File: config.mk
export PLATFORM = sky130hd
export DESIGN_NAME = motor_pwm_regulator
export DESIGN_NICKNAME = d
export VERILOG_FILES = /design/src/rtl/mpr_pkg.sv /design/src/rtl/mpr_period_timer.sv /design/src/rtl/mpr_ilim_qualifier.sv /design/src/rtl/mpr_duty_tracker.sv /design/src/rtl/mpr_leg_driver.sv /design/src/rtl/motor_pwm_regulator.sv
export SDC_FILE = /design/constraint.sdc
export NUM_CORES = 1
export LEC_CHECK = 0
export BUFFER_PORTS_ARGS = -buffer_cell sky130_fd_sc_hd__clkbuf_2
export CORE_UTILIZATION = 60
export DETAILED_ROUTE_END_ITERATION = 8
export PLACE_DENSITY_LB_ADDON = 0.1
export SLEW_MARGIN = 20
export SYNTH_ARGS = -nofsm -noshare
export SYNTH_HDL_FRONTEND = slang
export SYNTH_SLANG_ARGS = --single-unit
File: constraint.sdc
create_clock -name clk -period 4.2 [get_ports clk]
set_clock_uncertainty 0.2 [all_clocks]
set_input_delay 0.21 -clock clk [delete_from_list [all_inputs] [get_ports clk]]
set_output_delay 0.21 -clock clk [all_outputs]
set_load 0.05 [all_outputs]
File: src/rtl/mpr_pkg.sv
package mpr_pkg;

   // Direction bits as seen on the control input
   typedef enum logic [1:0] {
      BR_COAST = 2'b00,
      BR_FWD   = 2'b01,
      BR_REV   = 2'b10,
      BR_BRAKE = 2'b11
   } bridge_mode_e;

   // Which switch of a half-bridge conducts
   typedef enum logic [1:0] {
      LEG_OFF  = 2'b00,
      LEG_HIGH = 2'b01,
      LEG_LOW  = 2'b10
   } leg_state_e;

   // Wanted state of one leg for a mode and PWM phase.
   // Off time and brake both recirculate through the high sides.
   function automatic leg_state_e leg_target(bridge_mode_e mode, logic pwm_on, logic is_left);
      case (mode)
         BR_FWD:   return (pwm_on && !is_left) ? LEG_LOW : LEG_HIGH;
         BR_REV:   return (pwm_on &&  is_left) ? LEG_LOW : LEG_HIGH;
         BR_BRAKE: return LEG_HIGH;
         default:  return LEG_OFF;
      endcase
   endfunction

endpackage

File: src/rtl/mpr_period_timer.sv
module mpr_period_timer #(
   parameter int CNT_W   = 8,
   parameter int PWM_DIV = 1
) (
   input  logic             clk,
   input  logic             rst_n,
   input  logic             run,
   output logic [CNT_W-1:0] phase,
   output logic             period_end
);
   // Period is all-ones counts so that an all-ones duty is 100 %
   localparam logic [CNT_W-1:0] LAST_PHASE = {{(CNT_W-1){1'b1}}, 1'b0};

   logic             tick;
   logic [CNT_W-1:0] phase_q;

   generate
      if (PWM_DIV < 1) begin : g_bad_div
         $error("PWM_DIV must be at least 1");
      end
      if (PWM_DIV == 1) begin : g_no_div
         assign tick = 1'b1;
      end else begin : g_div
         localparam int DIVW = $clog2(PWM_DIV);
         logic [DIVW-1:0] div_q;
         always_ff @(posedge clk) begin
            if (!rst_n || !run)                      div_q <= '0;
            else if (div_q == DIVW'(PWM_DIV - 1))    div_q <= '0;
            else                                     div_q <= div_q + 1'b1;
         end
         assign tick = (div_q == DIVW'(PWM_DIV - 1));
      end
   endgenerate

   always_ff @(posedge clk) begin
      if (!rst_n || !run)  phase_q <= '0;
      else if (tick)       phase_q <= (phase_q == LAST_PHASE) ? '0 : phase_q + 1'b1;
   end

   assign phase      = phase_q;
   assign period_end = run && tick && (phase_q == LAST_PHASE);

endmodule

File: src/rtl/mpr_ilim_qualifier.sv
module mpr_ilim_qualifier #(
   parameter int QUAL_CLKS = 150
) (
   input  logic clk,
   input  logic rst_n,
   input  logic trip,
   output logic qualified
);
   localparam int QW = $clog2(QUAL_CLKS + 1);

   logic [QW-1:0] run_q;

   generate
      if (QUAL_CLKS < 1) begin : g_bad_qual
         $error("QUAL_CLKS must be at least 1");
      end
   endgenerate

   // Consecutive-cycle counter, saturating at the qualification time
   always_ff @(posedge clk) begin
      if (!rst_n || !trip)               run_q <= '0;
      else if (run_q != QW'(QUAL_CLKS))  run_q <= run_q + 1'b1;
   end

   assign qualified = (run_q == QW'(QUAL_CLKS));

   // a qualified trip implies the comparator was high on the last clock
   assert_qual_needs_trip_R9: assert property (@(posedge clk) disable iff (!rst_n)
      qualified |-> $past(trip));

endmodule

File: src/rtl/mpr_duty_tracker.sv
module mpr_duty_tracker #(
   parameter int DUTY_W       = 8,
   parameter int RAMP_PERIODS = 9
) (
   input  logic              clk,
   input  logic              rst_n,
   input  logic              active,
   input  logic              period_end,
   input  logic              below_target,
   input  logic              over_supply,
   input  logic              cut_back,
   output logic [DUTY_W-1:0] duty
);
   localparam logic [DUTY_W-1:0] FULL_V = '1;
   localparam logic [DUTY_W-1:0] ZERO_V = '0;

   logic [DUTY_W-1:0] duty_q, ceil_q, ceil_nxt, raw, dec_v, inc_v;
   logic              ramp_wrap;

   generate
      if (RAMP_PERIODS < 1) begin : g_bad_ramp
         $error("RAMP_PERIODS must be at least 1");
      end
      if (RAMP_PERIODS == 1) begin : g_ramp_every
         assign ramp_wrap = 1'b1;
      end else begin : g_ramp_cnt
         localparam int RW = $clog2(RAMP_PERIODS);
         logic [RW-1:0] ramp_q;
         always_ff @(posedge clk) begin
            if (!rst_n || !active) ramp_q <= '0;
            else if (period_end)   ramp_q <= (ramp_q == RW'(RAMP_PERIODS - 1)) ? '0 : ramp_q + 1'b1;
         end
         assign ramp_wrap = (ramp_q == RW'(RAMP_PERIODS - 1));
      end
   endgenerate

   always_comb begin
      dec_v    = (duty_q == ZERO_V) ? ZERO_V : duty_q - 1'b1;
      inc_v    = (duty_q == FULL_V) ? FULL_V : duty_q + 1'b1;
      ceil_nxt = (ramp_wrap && ceil_q != FULL_V) ? ceil_q + 1'b1 : ceil_q;
      if (cut_back)          raw = dec_v;
      else if (over_supply)  raw = FULL_V;
      else if (below_target) raw = inc_v;
      else                   raw = dec_v;
   end

   always_ff @(posedge clk) begin
      if (!rst_n || !active) begin
         duty_q <= ZERO_V;
         ceil_q <= ZERO_V;
      end else if (period_end) begin
         ceil_q <= ceil_nxt;
         duty_q <= (raw > ceil_nxt) ? ceil_nxt : raw;
      end
   end

   assign duty = duty_q;

   // duty moves only on a period boundary or when the bridge stops
   assert_duty_moves_at_end_R6: assert property (@(posedge clk) disable iff (!rst_n)
      (duty_q != $past(duty_q)) |-> ($past(period_end) || !$past(active)));

   // any rise needs the comparator or the supply flag
   assert_rise_has_cause_R6: assert property (@(posedge clk) disable iff (!rst_n)
      (duty_q > $past(duty_q)) |-> ($past(below_target) || $past(over_supply)));

   // a qualified trip never lets the duty rise
   assert_cut_no_rise_R9: assert property (@(posedge clk) disable iff (!rst_n)
      $past(cut_back) |-> (duty_q <= $past(duty_q)));

endmodule

File: src/rtl/mpr_leg_driver.sv
module mpr_leg_driver
   import mpr_pkg::*;
#(
   parameter int DEAD_CLKS = 1
) (
   input  logic       clk,
   input  logic       rst_n,
   input  leg_state_e want,
   input  logic       kill,
   output logic       hi_en,
   output logic       lo_en
);
   localparam int DW = $clog2(DEAD_CLKS + 1);

   leg_state_e    applied_q;
   logic [DW-1:0] dead_q;

   generate
      if (DEAD_CLKS < 1) begin : g_bad_dead
         $error("DEAD_CLKS must be at least 1");
      end
   endgenerate

   always_ff @(posedge clk) begin
      if (!rst_n) begin
         applied_q <= LEG_OFF;
         dead_q    <= '0;
      end else if (kill) begin
         applied_q <= LEG_OFF;
         dead_q    <= DW'(DEAD_CLKS - 1);
      end else if (want == applied_q) begin
         if (applied_q == LEG_OFF && dead_q != '0) dead_q <= dead_q - 1'b1;
      end else if (applied_q != LEG_OFF) begin
         applied_q <= LEG_OFF;
         dead_q    <= DW'(DEAD_CLKS - 1);
      end else if (dead_q != '0) begin
         dead_q <= dead_q - 1'b1;
      end else begin
         applied_q <= want;
      end
   end

   assign hi_en = (applied_q == LEG_HIGH) && !kill;
   assign lo_en = (applied_q == LEG_LOW)  && !kill;

   // opposite switches of a leg are separated by a dead clock
   assert_dead_before_low_R10: assert property (@(posedge clk) disable iff (!rst_n)
      $rose(lo_en) |-> !$past(hi_en));
   assert_dead_before_high_R10: assert property (@(posedge clk) disable iff (!rst_n)
      $rose(hi_en) |-> !$past(lo_en));

endmodule

File: src/rtl/motor_pwm_regulator.sv
module motor_pwm_regulator
   import mpr_pkg::*;
#(
   parameter int DUTY_W         = 8,
   parameter int CODE_W         = 6,
   parameter int PWM_DIV        = 1,
   parameter int RAMP_PERIODS   = 9,
   parameter int ILIM_QUAL_CLKS = 150,
   parameter int DEAD_CLKS      = 1
) (
   input  logic              clk,
   input  logic              rst_n,
   input  logic [CODE_W-1:0] vset_code,
   input  logic [1:0]        bridge_ctl,
   input  logic              below_target,
   input  logic              ilim_trip,
   input  logic              target_over_supply,
   input  logic              fault_disable,
   output logic              gate_hl,
   output logic              gate_ll,
   output logic              gate_hr,
   output logic              gate_lr,
   output logic [DUTY_W-1:0] duty,
   output logic [CODE_W-1:0] dac_code
);
   localparam int N_LEGS = 2;

   generate
      if (DUTY_W < 2 || DUTY_W > 16) begin : g_bad_width
         $error("DUTY_W must lie in 2..16");
      end
      if (CODE_W < 1) begin : g_bad_code
         $error("CODE_W must be at least 1");
      end
   endgenerate

   bridge_mode_e      mode;
   logic              running;
   logic [DUTY_W-1:0] phase;
   logic              period_end;
   logic              ilim_qual;
   logic [DUTY_W-1:0] duty_w;
   logic              pwm_on;
   leg_state_e        want_v [N_LEGS];
   logic              hi_v   [N_LEGS];
   logic              lo_v   [N_LEGS];
   logic [CODE_W-1:0] code_q;

   assign mode    = bridge_mode_e'(bridge_ctl);
   assign running = (mode == BR_FWD || mode == BR_REV) && !fault_disable;

   mpr_period_timer #(
      .CNT_W   (DUTY_W),
      .PWM_DIV (PWM_DIV)
   ) timer_i (
      .clk        (clk),
      .rst_n      (rst_n),
      .run        (running),
      .phase      (phase),
      .period_end (period_end)
   );

   mpr_ilim_qualifier #(
      .QUAL_CLKS (ILIM_QUAL_CLKS)
   ) ilim_i (
      .clk       (clk),
      .rst_n     (rst_n),
      .trip      (ilim_trip),
      .qualified (ilim_qual)
   );

   mpr_duty_tracker #(
      .DUTY_W       (DUTY_W),
      .RAMP_PERIODS (RAMP_PERIODS)
   ) tracker_i (
      .clk          (clk),
      .rst_n        (rst_n),
      .active       (running),
      .period_end   (period_end),
      .below_target (below_target),
      .over_supply  (target_over_supply),
      .cut_back     (ilim_qual),
      .duty         (duty_w)
   );

   assign pwm_on = (phase < duty_w);

   generate
      for (genvar g = 0; g < N_LEGS; g++) begin : g_leg
         assign want_v[g] = leg_target(mode, pwm_on, (g == 0));
         mpr_leg_driver #(
            .DEAD_CLKS (DEAD_CLKS)
         ) leg_i (
            .clk   (clk),
            .rst_n (rst_n),
            .want  (want_v[g]),
            .kill  (fault_disable),
            .hi_en (hi_v[g]),
            .lo_en (lo_v[g])
         );
      end
   endgenerate

   // Code to the converter changes only on a period boundary while running
   always_ff @(posedge clk) begin
      if (!rst_n)                       code_q <= '0;
      else if (!running || period_end)  code_q <= vset_code;
   end

   assign gate_hl  = hi_v[0];
   assign gate_ll  = lo_v[0];
   assign gate_hr  = hi_v[1];
   assign gate_lr  = lo_v[1];
   assign duty     = duty_w;
   assign dac_code = code_q;

   // disable forces every gate off at once
   assert_fault_gates_off_R11: assert property (@(posedge clk) disable iff (!rst_n)
      fault_disable |-> !(gate_hl || gate_ll || gate_hr || gate_lr));
   // duty cleared the clock after a disable
   assert_fault_clears_duty_R11: assert property (@(posedge clk) disable iff (!rst_n)
      $past(fault_disable) |-> (duty == '0));
   // coast on the previous clock leaves all gates off
   assert_coast_gates_off_R2: assert property (@(posedge clk) disable iff (!rst_n)
      ($past(bridge_ctl) == 2'b00) |-> !(gate_hl || gate_ll || gate_hr || gate_lr));
   // the converter code moves only at a boundary or while idle
   assert_code_at_boundary_R12: assert property (@(posedge clk) disable iff (!rst_n)
      (dac_code != $past(dac_code)) |-> ($past(period_end) || !$past(running)));

endmodule

== Word level (Yosys, flattened, before mapping) ==
Index checks and enable logic that the tools add are counted.
Operators by class
  $add $sub $neg: 8
  $lt $le $gt $ge: 2
  equality and inequality tests: 19
  muxes and demuxes: 23
  bitwise logic cells: 3
  reduce and logical (&&, ||, !) cells: 28
Operators by type and width (count)
  8-bit two-way mux: 7
  8-bit by 1-bit adder with 8-bit output (second input constant): 4
  8-bit == test (second input constant): 3
  8-bit inequality test (second input constant): 2
  2-bit two-way mux: 5
  1-bit logical AND: 9
  2-bit == test (second input constant): 4
  8-bit greater-than comparator: 1
  8-bit zero test: 1
  8-bit less-than comparator: 1
  1-bit two-way mux: 8
  2-bit inequality test (second input constant): 4
  2-bit case mux with 2 select lines: 2
  2-bit OR reduction: 4
  8-bit by 1-bit subtractor with 8-bit output (second input constant): 1
  2-bit by 1-bit == test with 1-bit output (second input constant): 3
  4-bit by 1-bit adder with 4-bit output (second input constant): 1
  2-bit == test: 2
  4-bit == test (second input constant): 1
  1-bit zero test: 4
  2-bit zero test: 2
  1-bit logical OR: 4
  4-bit two-way mux: 1
  2-bit AND reduction: 2
  other kinds (3): 7
Storage, ports and cells
  register bits: 48
  input bits: 14
  output and inout bits: 18
  word-level logic and storage cells: 93

== Longest topological paths before layout ==
Gate-level depths: netlist of run 1.
  depth after elaboration: 7
  mapped depth: 15
  depth with buffers taken out: 14

== By module ==
From an unflattened synthesis of run 1, not the netlist that was laid out.
Second synthesis, totals
  cells, all modules: 398
  area, all modules: 3285.7 um2
Modules (own cells, without submodules)
  mpr_duty_tracker: times used 1, cells an instance 214, area an instance 1645.3 um2, seq. area each 400.4 um2
  motor_pwm_regulator: times used 1, cells an instance 61, area an instance 534.3 um2, seq. area each 120.1 um2
  mpr_ilim_qualifier: times used 1, cells an instance 42, area an instance 387.9 um2, seq. area each 160.2 um2
  mpr_period_timer: times used 1, cells an instance 41, area an instance 362.8 um2, seq. area each 160.2 um2
  mpr_leg_driver: times used 2, cells an instance 20, area an instance 177.7 um2, seq. area each 60.1 um2

== Worst setup path after synthesis of run 1 ==
Ideal clock, no wire load.
  kind: register to register
  start point: reg tracker_i.duty_q[0] (netlist: tracker_i.duty[0])
  end point: reg tracker_i.duty_q[3] (netlist: tracker_i.duty[3])
  setup time: 115 ps
  arrival time: 3024 ps
  data required time: 3885 ps
  setup slack: 861 ps
  cell stages (with the launch flop): 16
  buffers on the path: 1
  clock period less this slack: 3339 ps
  path through: dfxtp_1 > clkbuf_2 > inv_1 > ha_1 > or2b_2 > nor2_4 > nor3b_1 > o21bai_1 > a31oi_1 > ha_1 > nand4_1 > nor2_1 > a211oi_1 > nor2_1 > and2_1 > o21ba_1
On the way
  word-level cells in the longest chain between the ends: 7
  elaborated cells between the ends (all ways): 11
  those cells by class: add/sub (2); order compare (1); eq/ne (1); mux (6); reduce/logical (1)
RTL lines
  start, declared: RTL line mpr_duty_tracker.sv:17  | logic [DUTY_W-1:0] duty_q, ceil_q, ceil_nxt, raw, dec_v, inc_v;
  start signal, assigned: RTL line mpr_duty_tracker.sv:53  | duty_q <= (raw > ceil_nxt) ? ceil_nxt : raw;
  8-bit by 1-bit subtractor with 8-bit output, or another cell as far along: RTL line mpr_duty_tracker.sv:38  | dec_v = (duty_q == ZERO_V) ? ZERO_V : duty_q - 1'b1;
  8-bit two-way mux (on tied branches): RTL line mpr_duty_tracker.sv:38, mpr_duty_tracker.sv:39
  8-bit two-way mux: RTL line mpr_duty_tracker.sv:43  | else if (below_target) raw = inc_v;
  8-bit two-way mux: RTL line mpr_duty_tracker.sv:42  | else if (over_supply) raw = FULL_V;
  8-bit two-way mux *: RTL line mpr_duty_tracker.sv:41  | if (cut_back) raw = dec_v;
  8-bit greater-than comparator: RTL line mpr_duty_tracker.sv:53
  8-bit two-way mux *: RTL line mpr_duty_tracker.sv:53
Every way passes the cells marked *; elsewhere a longest branch is shown, timed or not.
A chain may end at the register's enable or synchronous reset.

== Worst setup path in the final report of run 1 ==
  start point: reg tracker_i.duty_q[4] (netlist: tracker_i.duty[4])
  end point: reg tracker_i.duty_q[4] (netlist: tracker_i.duty[4])
The elaborated chain is that of the path after synthesis.

==> flow_metrics.env, run 1 <==
export IMPL_avgSynthCellArea_um2=7.75
export IMPL_core_area_mm2=0.00527
export IMPL_arrival_ns=3.66
export IMPL_layout_drive_gt1_share=0.115
export IMPL_tritoncts="yes"
export IMPL_diodes=0
export IMPL_final_cells=530
export IMPL_whs_path_depth=3
export IMPL_cts_buffer_depth=2
export IMPL_worst_r2r_path_depth=11
export IMPL_synth_nets=478
export IMPL_final_area_mm2=0.00368
export IMPL_track_usage=0.272
export IMPL_area_growth_pct=9.13
export IMPL_synth_seq_area_share=0.285
export IMPL_end_kind="register"
export IMPL_postCtsHoldBufs=6
export IMPL_worst_slew_margin_rel=0.557
export IMPL_clockRootBuffer="clkbuf_8"
export IMPL_finalSetupViolations=0
export IMPL_placed_area_mm2=0.00352
export IMPL_htree_levels=2
export IMPL_ios=32
export IMPL_post_cts_resized=0
export IMPL_first_pass_iters=4
export IMPL_vias_per_cell=5.90
export IMPL_antenna_found_initial=0
export IMPL_cap_violations=0
export IMPL_grt_pass1_vias=2949
export IMPL_synth_edf_count=0
export IMPL_first_iter_violations=166
export IMPL_overflow=0
export IMPL_dp_hpwl_um=5740
export IMPL_outcome="completed"
export IMPL_fp_dieW_um=77.0
export IMPL_wire_per_inst_um=14.6
export IMPL_startpoint_type="register"
export IMPL_finalHoldViolations=0
export IMPL_dp_cells=516
export IMPL_slew_violations=0
export IMPL_cts_sinks=48
export IMPL_setup_ws_ns=0.549
export IMPL_netlist_area_leader_share=0.285
export IMPL_gp_congestion=0.943
export IMPL_powerDensity_mw_per_mm2=243
export IMPL_yosys_most_used_dff="dfxtp_1"
export IMPL_io_buffer_count=31
export IMPL_cts_setup_buffers=0
export IMPL_drc=0
export IMPL_fp_dieArea_mm2=0.00592
export IMPL_place_ws_ns=0.631
export IMPL_min_period_ns=3.65
export IMPL_die_height_um=77.0
export IMPL_start_util=0.640
export IMPL_leakage_nw=1.46
export IMPL_max_clock_freq_mhz=274
export IMPL_async_flop_share=0
export IMPL_synthesis_area_mm2=0.00337
export IMPL_clock_latency_ns=0.31
export IMPL_path_clk_slew_ns=0.10
export IMPL_grt_pass1_wl_um=13200
export IMPL_grt_setup_unrepaired="no"
export IMPL_ir_drop_mv=0.196
export IMPL_routed_via_count=3126
export IMPL_hold_class="in -> reg"
export IMPL_ant_nets=0
export IMPL_synth_area_leaders="dfxtp_1, ha_1, nor2_1, nand2_1, xnor2_1"
export IMPL_yosys_area_top_type="dfxtp_1"
export IMPL_ys_ff_latch=48
export IMPL_wl_um=7750
export IMPL_fin_crit_sh=0.869
export IMPL_ys_types=62
export IMPL_yosys_top_cells_count="nor2_1, dfxtp_1, nand2_1"
export IMPL_syn_inst=435
export IMPL_grt_max_degree=20
export IMPL_worst_pin_slew_ns=0.663
export IMPL_critPathMaxFanout=12
export IMPL_fp_row_count=26
export IMPL_ys_warn_count=0
export IMPL_fin_setup_tns_ns=0
export IMPL_crit_type="reg -> reg"
export IMPL_synth_most_common_cell="nor2_1"
export IMPL_critPathRequiredTime_ns=4.21
export IMPL_fin_nets=502
export IMPL_cts_buffers=5
==> per-stage QoR <==
| step | utilization | hold slack (ns) | power, W |
|---|---|---|---|
| after detailed placement | 0.669 | 0.256 | 0.000596 |
| after CTS | 0.698 | 0.0994 | 0.000896 |
| after floorplan | - | 0.157 | 0.000567 |
| after global routing | 0.698 | 0.121 | 0.000931 |
| final | 0.698 | 0.101 | 0.000893 |
| after global placement | 0.669 | 0.248 | 0.000593 |
==> final timing paths <==
kind,slack [ns],endpoint,from
hold / removal,0.10,ilim_i.run_q[2],ilim_trip
setup / recovery,0.55,tracker_i.duty[4],tracker_i.duty[4]
hold reg to reg,0.28,dac_code[1],dac_code[1]
setup reg to reg,0.55,tracker_i.duty[4],tracker_i.duty[4]
==> cell type report <==
| cell class | count | area (um2) |
|---|---|---|
| inverter | 18 | 67.6 |
| tap | 70 | 87.6 |
| clock inverter | 2 | 13.8 |
| sequential | 48 | 961 |
| timing repair buffer | 38 | 223 |
| multi-input combinational | 348 | 2240 |
| clock buffer | 6 | 82.6 |
| fill | 468 | 1590 |
==> critical path, stage by stage (launching register included) <==
cell      delay [ns]
dfxtp_1         0.46
or4_4           0.58
nor4_1          0.30
o221ai_1        0.21
and2_1          0.22
ha_1            0.32
nand4_1         0.15
nor2_1          0.21
a211oi_1        0.11
nor2_1          0.45
o32ai_1         0.17
a21o_1          0.17
==> routing by layer <==
layer | up-vias | wire [um] | track usage
li1 | 1592 | - | -
met1 | 1436 | 3660 | 0.344
met2 | 89 | 3640 | 0.457
met3 | 9 | 361 | 0.0524
met4 | 0 | 87 | 0.0981
met5 | - | 0 | 0
==> power breakdown <==
part	internal [W]	leakage [nW]	total (W)	switching, W
combinational	0.0000457	1.02	0.000124	0.0000781
clock	0.000135	0.0516	0.000301	0.000166
sequential	0.000462	0.389	0.000469	0.00000717
==> flip-flops by register name (all words and copies together) (netlist names) <==
name                         cells
ilim_i.run_q                     8
timer_i.phase                    8
tracker_i.ceil_q                 8
tracker_i.duty                   8
dac_code                         6
g_leg.leg_i.applied_q            4
tracker_i.g_ramp_cnt.ramp_q      4
g_leg.leg_i.dead_q               2
==> cell families after synthesis <==
group	count (synthesis)	synth area share
muxes	6	0.0182
AOI/OAI and AO/OA	94	0.186
DFF	48	0.285
adders and majority gates	29	0.108
and+or+nand+nor	191	0.281
buffers and inverters	39	0.0493
xor gates and xnor gates	28	0.0727
==> cell usage in the layout, fill, tap and decap left out, types with 9 or more instances in the layout <==
cell type	instances
nand4_1	9
a21oi_1	25
nand2_1	41
xor2_1	11
nor3_1	17
inv_1	18
o21ai_0	18
xnor2_1	17
nor2_1	53
dfxtp_1	48
a21o_1	9
nand3_1	25
ha_1	29
clkbuf_2	31
(Power assumes the default switching activity.)
==> inputs of run 2 (changes only) <==
--- a/config.mk
+++ b/config.mk
@@ -12,4 +12,5 @@
 export SLEW_MARGIN = 20
 export SYNTH_ARGS = -nofsm -noshare
 export SYNTH_HDL_FRONTEND = slang
+export SYNTH_HIERARCHICAL = 1
 export SYNTH_SLANG_ARGS = --single-unit
==> flow_metrics.env, run 2 <==
export IMPL_outcome="completed"
export IMPL_yosys_most_used_dff="dfxtp_1"
export IMPL_hold_class="in -> reg"
export IMPL_ys_ff_latch=48
export IMPL_post_route_util=0.705
export IMPL_startpoint_type="register"
export IMPL_gp_congestion=0.905
export IMPL_worst_slew_margin_rel=0.555
export IMPL_synth_seq_area_share=0.292
export IMPL_routed_via_count=3067
export IMPL_wire_per_inst_um=15.0
export IMPL_path_clk_slew_ns=0.10
export IMPL_grt_pass1_vias=2967
export IMPL_cts_buffer_depth=2
export IMPL_min_period_ns=3.97
export IMPL_ys_warn_count=6
export IMPL_synth_xor_area_frac=0.0453
export IMPL_arrival_ns=3.94
export IMPL_fin_setup_tns_ns=0
export IMPL_htree_levels=2
export IMPL_netlist_area_leader_share=0.292
export IMPL_ys_types=60
export IMPL_crit_type="reg -> reg"
export IMPL_synth_nets=441
export IMPL_cp_top_family="simple AND/OR/NAND/NOR gates"
export IMPL_core_area_mm2=0.00520
export IMPL_syn_inst=398
export IMPL_first_pass_iters=5
export IMPL_grt_setup_unrepaired="no"
export IMPL_grt_pass1_wl_um=13200
export IMPL_synthAdderAreaFrac=0.110
export IMPL_layout_drive_gt1_share=0.154
export IMPL_crit_cells=16
export IMPL_ir_drop_mv=0.166
export IMPL_drc=0
export IMPL_cp_num_buf_inv=3
export IMPL_track_usage=0.275
export IMPL_place_ws_ns=0.194
export IMPL_yosys_area_top_type="dfxtp_1"
export IMPL_synth_top_family_by_area="simple AND/OR/NAND/NOR gates"
export IMPL_finalSetupViolations=0
export IMPL_dp_hpwl_um=5540
export IMPL_fp_dieW_um=76
export IMPL_yosys_area_share_simple=0.267
export IMPL_max_clock_freq_mhz=252
export IMPL_synth_area_leaders="dfxtp_1, ha_1, nor2_1, mux2i_1, nand2_1"
export IMPL_async_flop_share=0
export IMPL_clockRootBuffer="clkbuf_8"
export IMPL_layout_commonest_cell="dfxtp_1"
export IMPL_setup_ws_ns=0.232
export IMPL_vias_per_cell=6.07
export IMPL_yosys_top_cells_count="dfxtp_1, nor2_1, nand2_1"
export IMPL_tritoncts="yes"
export IMPL_leakage_nw=1.33
export IMPL_cts_buffers=5
export IMPL_start_util=0.631
export IMPL_timing_hold_ws_ns=0.0805
export IMPL_cap_violations=0
export IMPL_critPathSlowestCell="a311oi_1"
export IMPL_end_kind="register"
export IMPL_path_cells="inv_1 -> ha_1 -> nand4bb_2 -> or3_4 -> inv_1 -> buf_4 -> nand2b_1 -> nor3_1 -> a221o_2 -> ha_1 -> nand4_1 -> nor2_1 -> a21oi_1 -> nor2_1 -> nand2_1 -> a311oi_1"
export IMPL_synth_edf_count=0
export IMPL_io_buffer_count=31
export IMPL_ios=32
export IMPL_first_iter_violations=195
export IMPL_area_growth_pct=11.7
export IMPL_grt_max_degree=21
export IMPL_fin_crit_sh=0.945
export IMPL_synth_most_common_cell="dfxtp_1"
export IMPL_critPathMaxFanout=5
export IMPL_slowest_delay_ns=0.42
export IMPL_cts_sinks=48
export IMPL_critPathRequiredTime_ns=4.17
export IMPL_slew_violations=0
export IMPL_powerDensity_mw_per_mm2=250
export IMPL_worst_r2r_path_depth=16
export IMPL_fin_nets=477
export IMPL_fp_row_count=26
export IMPL_avgSynthCellArea_um2=8.26
export IMPL_ant_nets=0
export IMPL_synthesis_area_mm2=0.00329
export IMPL_synth_compound_area_frac=0.181
export IMPL_whs_path_depth=2
export IMPL_die_height_um=76
export IMPL_wl_um=7570
export IMPL_overflow=0
export IMPL_fp_dieArea_mm2=0.00578
export IMPL_finalHoldViolations=0
export IMPL_final_cell_mix="dfxtp_1, nor2_1, nand2_1, clkbuf_2, ha_1"
export IMPL_worst_pin_slew_ns=0.666
export IMPL_cts_setup_buffers=0
export IMPL_synthMuxAreaShare=0.0518
export IMPL_antenna_found_initial=0
export IMPL_clock_latency_ns=0.31
export IMPL_diodes=0
## run 2: cell count changes after synthesis, moves of 6 or more
cell / change
nor2_1: -12
clkbuf_1: -11
nand2_1: -10
inv_1: +9
mux2i_1: +9
nand3_1: -9
nor2b_1: +9
xnor2_1: -6
## run 2: path summary, 6_finish.rpt
check,start,to,slack [ns]
worst max-delay path,ilim_i/run_q[0],tracker_i/duty[2],0.23
worst min register to register,g_leg[0].leg_i/dead_q,g_leg[0].leg_i/dead_q,0.26
worst min-delay path,rst_n,dac_code[5],0.08
worst max register to register,ilim_i/run_q[0],tracker_i/duty[2],0.23
## run 2: cell families (layout without fill, tap and decap cells)
kind of cell / after synthesis / after routing
AND/OR/NAND/NOR: 163 / 163
AO/OA/AOI/OAI: 87 / 87
flip-flops: 48 / 48
buffers and inverters: 38 / 75
adder cells (fa/ha/maj): 29 / 29
XOR/XNOR: 17 / 17
multiplexers: 16 / 16
## run 2: power breakdown
group / total, W / leakage (nW) / internal (W) / switching (W)
Combinational: 0.000102 / 0.886 / 0.0000387 / 0.0000632
Clock: 0.000348 / 0.0583 / 0.000180 / 0.000169
Sequential: 0.000468 / 0.389 / 0.000462 / 0.00000634
## run 2: timing repair
item	CTS	global route
gates resized for setup	0	3
hold buffers	6	0
hold endpoints to repair	6	0
endpoints found under the setup margin	0	5
## run 2: layout make-up
class                   instances  area, um2
multi-input cells             312       2170
fillers                       438       1530
flip-flops and latches         48        961
repair buffers                 40        238
inverters                      27        101
well taps                      70       87.6
clock buffers                   5       68.8
clock inverters                 3       47.5
## run 2: per-stage QoR
| step | instances | cell area (um2) | total power, W |
|---|---|---|---|
| CTS | 505 | 3660 | 0.000926 |
| floorplan | 398 | 3290 | 0.000550 |
| global placement | 491 | 3480 | 0.000570 |
| global route | 505 | 3670 | 0.000956 |
| finish | 505 | 3670 | 0.000918 |
| detailed placement | 491 | 3480 | 0.000573 |
## run 2: per-layer routing
metal	vias to the layer above	wire length (um)	global-route usage
met2	96	3700	0.468
li1	1507	-	-
met3	12	360	0.0503
met1	1452	3400	0.348
met5	-	0	0
met4	0	114	0.102
==> inputs of run 3 (changes only) <==
==> constraint.sdc (replaced) <==
create_clock -name clk -period 4.1 [get_ports clk]
set_clock_uncertainty 0.2 [all_clocks]
set_input_delay 0.205 -clock clk [delete_from_list [all_inputs] [get_ports clk]]
set_output_delay 0.205 -clock clk [all_outputs]
set_load 0.05 [all_outputs]
==> flow_metrics.env, run 3 (synthesized netlist as in run 2, its figures left out) <==
export IMPL_outcome="completed"
export IMPL_critPathMaxFanout=11
export IMPL_start_util=0.631
export IMPL_final_cells=508
export IMPL_min_period_ns=3.87
export IMPL_ant_nets=0
export IMPL_core_area_mm2=0.00520
export IMPL_grt_pass1_vias=2865
export IMPL_slew_violations=0
export IMPL_ios=32
export IMPL_dp_hpwl_um=5480
export IMPL_antenna_found_initial=0
export IMPL_timing_hold_ws_ns=0.0908
export IMPL_routed_via_count=2970
export IMPL_slowest_delay_ns=0.41
export IMPL_grt_setup_unrepaired="yes"
export IMPL_hold_class="in -> reg"
export IMPL_cp_top_family="simple AND/OR/NAND/NOR gates"
export IMPL_worst_slew_margin_rel=0.540
export IMPL_dp_cells=494
export IMPL_arrival_ns=3.87
export IMPL_fp_dieArea_mm2=0.00578
export IMPL_startpoint_type="register"
export IMPL_path_clk_slew_ns=0.09
export IMPL_regArea_um2=961
export IMPL_layout_commonest_cell="dfxtp_1"
export IMPL_wire_per_inst_um=14.6
export IMPL_fp_row_count=26
export IMPL_vias_per_cell=5.85
export IMPL_cap_violations=0
export IMPL_leakage_nw=1.35
export IMPL_cts_setup_buffers=0
export IMPL_cp_num_buf_inv=3
export IMPL_grt_pass1_wl_um=13100
export IMPL_finalHoldViolations=0
export IMPL_crit_type="reg -> reg"
export IMPL_cts_sinks=48
export IMPL_end_kind="register"
export IMPL_gp_congestion=0.885
export IMPL_final_cell_mix="dfxtp_1, nor2_1, nand2_1, clkbuf_2, ha_1"
export IMPL_wl_um=7420
export IMPL_fillers=423
export IMPL_fin_nets=480
export IMPL_multi_input_area_mm2=0.00217
export IMPL_first_iter_violations=178
export IMPL_fp_dieW_um=76
export IMPL_fin_crit_sh=0.945
export IMPL_cts_buffers=5
export IMPL_track_usage=0.276
export IMPL_finalSetupViolations=0
export IMPL_clock_latency_ns=0.30
export IMPL_critPathRequiredTime_ns=4.09
export IMPL_tritoncts="yes"
export IMPL_cts_buffer_depth=2
export IMPL_path_cells="inv_1 -> ha_1 -> nand4bb_2 -> or3_4 -> inv_1 -> buf_4 -> nand2b_1 -> nand2_1 -> o21ai_0 -> nand2_1 -> ha_1 -> nor2b_1 -> o211ai_1 -> a211oi_1 -> or2_4 -> nand2_1 -> a311oi_1"
export IMPL_worst_pin_slew_ns=0.688
export IMPL_io_buffer_count=31
export IMPL_drc=0
export IMPL_area_growth_pct=12.3
export IMPL_clockRootBuffer="clkbuf_8"
export IMPL_critPathSlowestCell="or3_4"
export IMPL_grt_max_degree=21
export IMPL_cpMostUsedCell="nand2_1"
export IMPL_htree_levels=2
export IMPL_first_pass_iters=4
export IMPL_diodes=0
export IMPL_ir_drop_mv=0.252
export IMPL_die_height_um=76
export IMPL_layout_drive_gt1_share=0.160
export IMPL_max_clock_freq_mhz=258
export IMPL_overflow=0
export IMPL_powerDensity_mw_per_mm2=251
## run 3: routing by layer
metal	share of wire	global-route usage	routed length, um
met1	0.45	0.359	3370
met2	0.49	0.465	3600
met3	0.043	0.0467	322
met4	0.016	0.0885	120
met5	0	0	0
## run 3: metrics by stage
step	instance area [um2]	TNS [ns]	utilization	setup slack (ns)	total power [W]
2_1_floorplan	3290	0	-	0.577	0.000564
3_3_place_gp	3510	0	0.674	0.315	0.000584
3_5_place_dp	3510	0	0.674	0.157	0.000587
4_1_cts	3680	0	0.707	0.123	0.000937
5_1_grt	3690	-0.0473	0.709	-0.0473	0.000970
6_report	3690	0	0.709	0.225	0.000927
## run 3: repair_timing
action / CTS / global route
resized for setup: 0 / 5
endpoints found under the hold margin: 6 / 0
hold buffers: 6 / 0
setup endpoints to repair: 0 / 8
## run 3: area by class of cell
type                            instances  area share
Sequential cell                        48       0.260
Multi-Input combinational cell        312       0.588
Tap cell                               70      0.0237
Clock inverter                          3      0.0115
Inverter                               27      0.0275
Timing Repair Buffer                   43      0.0705
Clock buffer                            5      0.0187
## run 3: final timing paths
kind / startpoint / to / slack (ns) / depth (start not counted)
hold reg to reg: g_leg[1].leg_i/dead_q / g_leg[1].leg_i/dead_q / 0.25 / 2
setup reg to reg: ilim_i/run_q[0] / tracker_i/duty[2] / 0.23 / 17
hold / removal: ilim_trip / ilim_i/run_q[7] / 0.09 / 3
setup / recovery: ilim_i/run_q[0] / tracker_i/duty[2] / 0.23 / 17
## run 3: tightest hold or removal path, stage by stage
cell      delay [ns]
clkbuf_2        0.08
nand2_1         0.21
a21oi_1         0.06
## run 3: power breakdown
part	internal, W	switching, W
logic	0.0000394	0.0000640
clock network	0.000181	0.000164
registers	0.000473	0.00000639
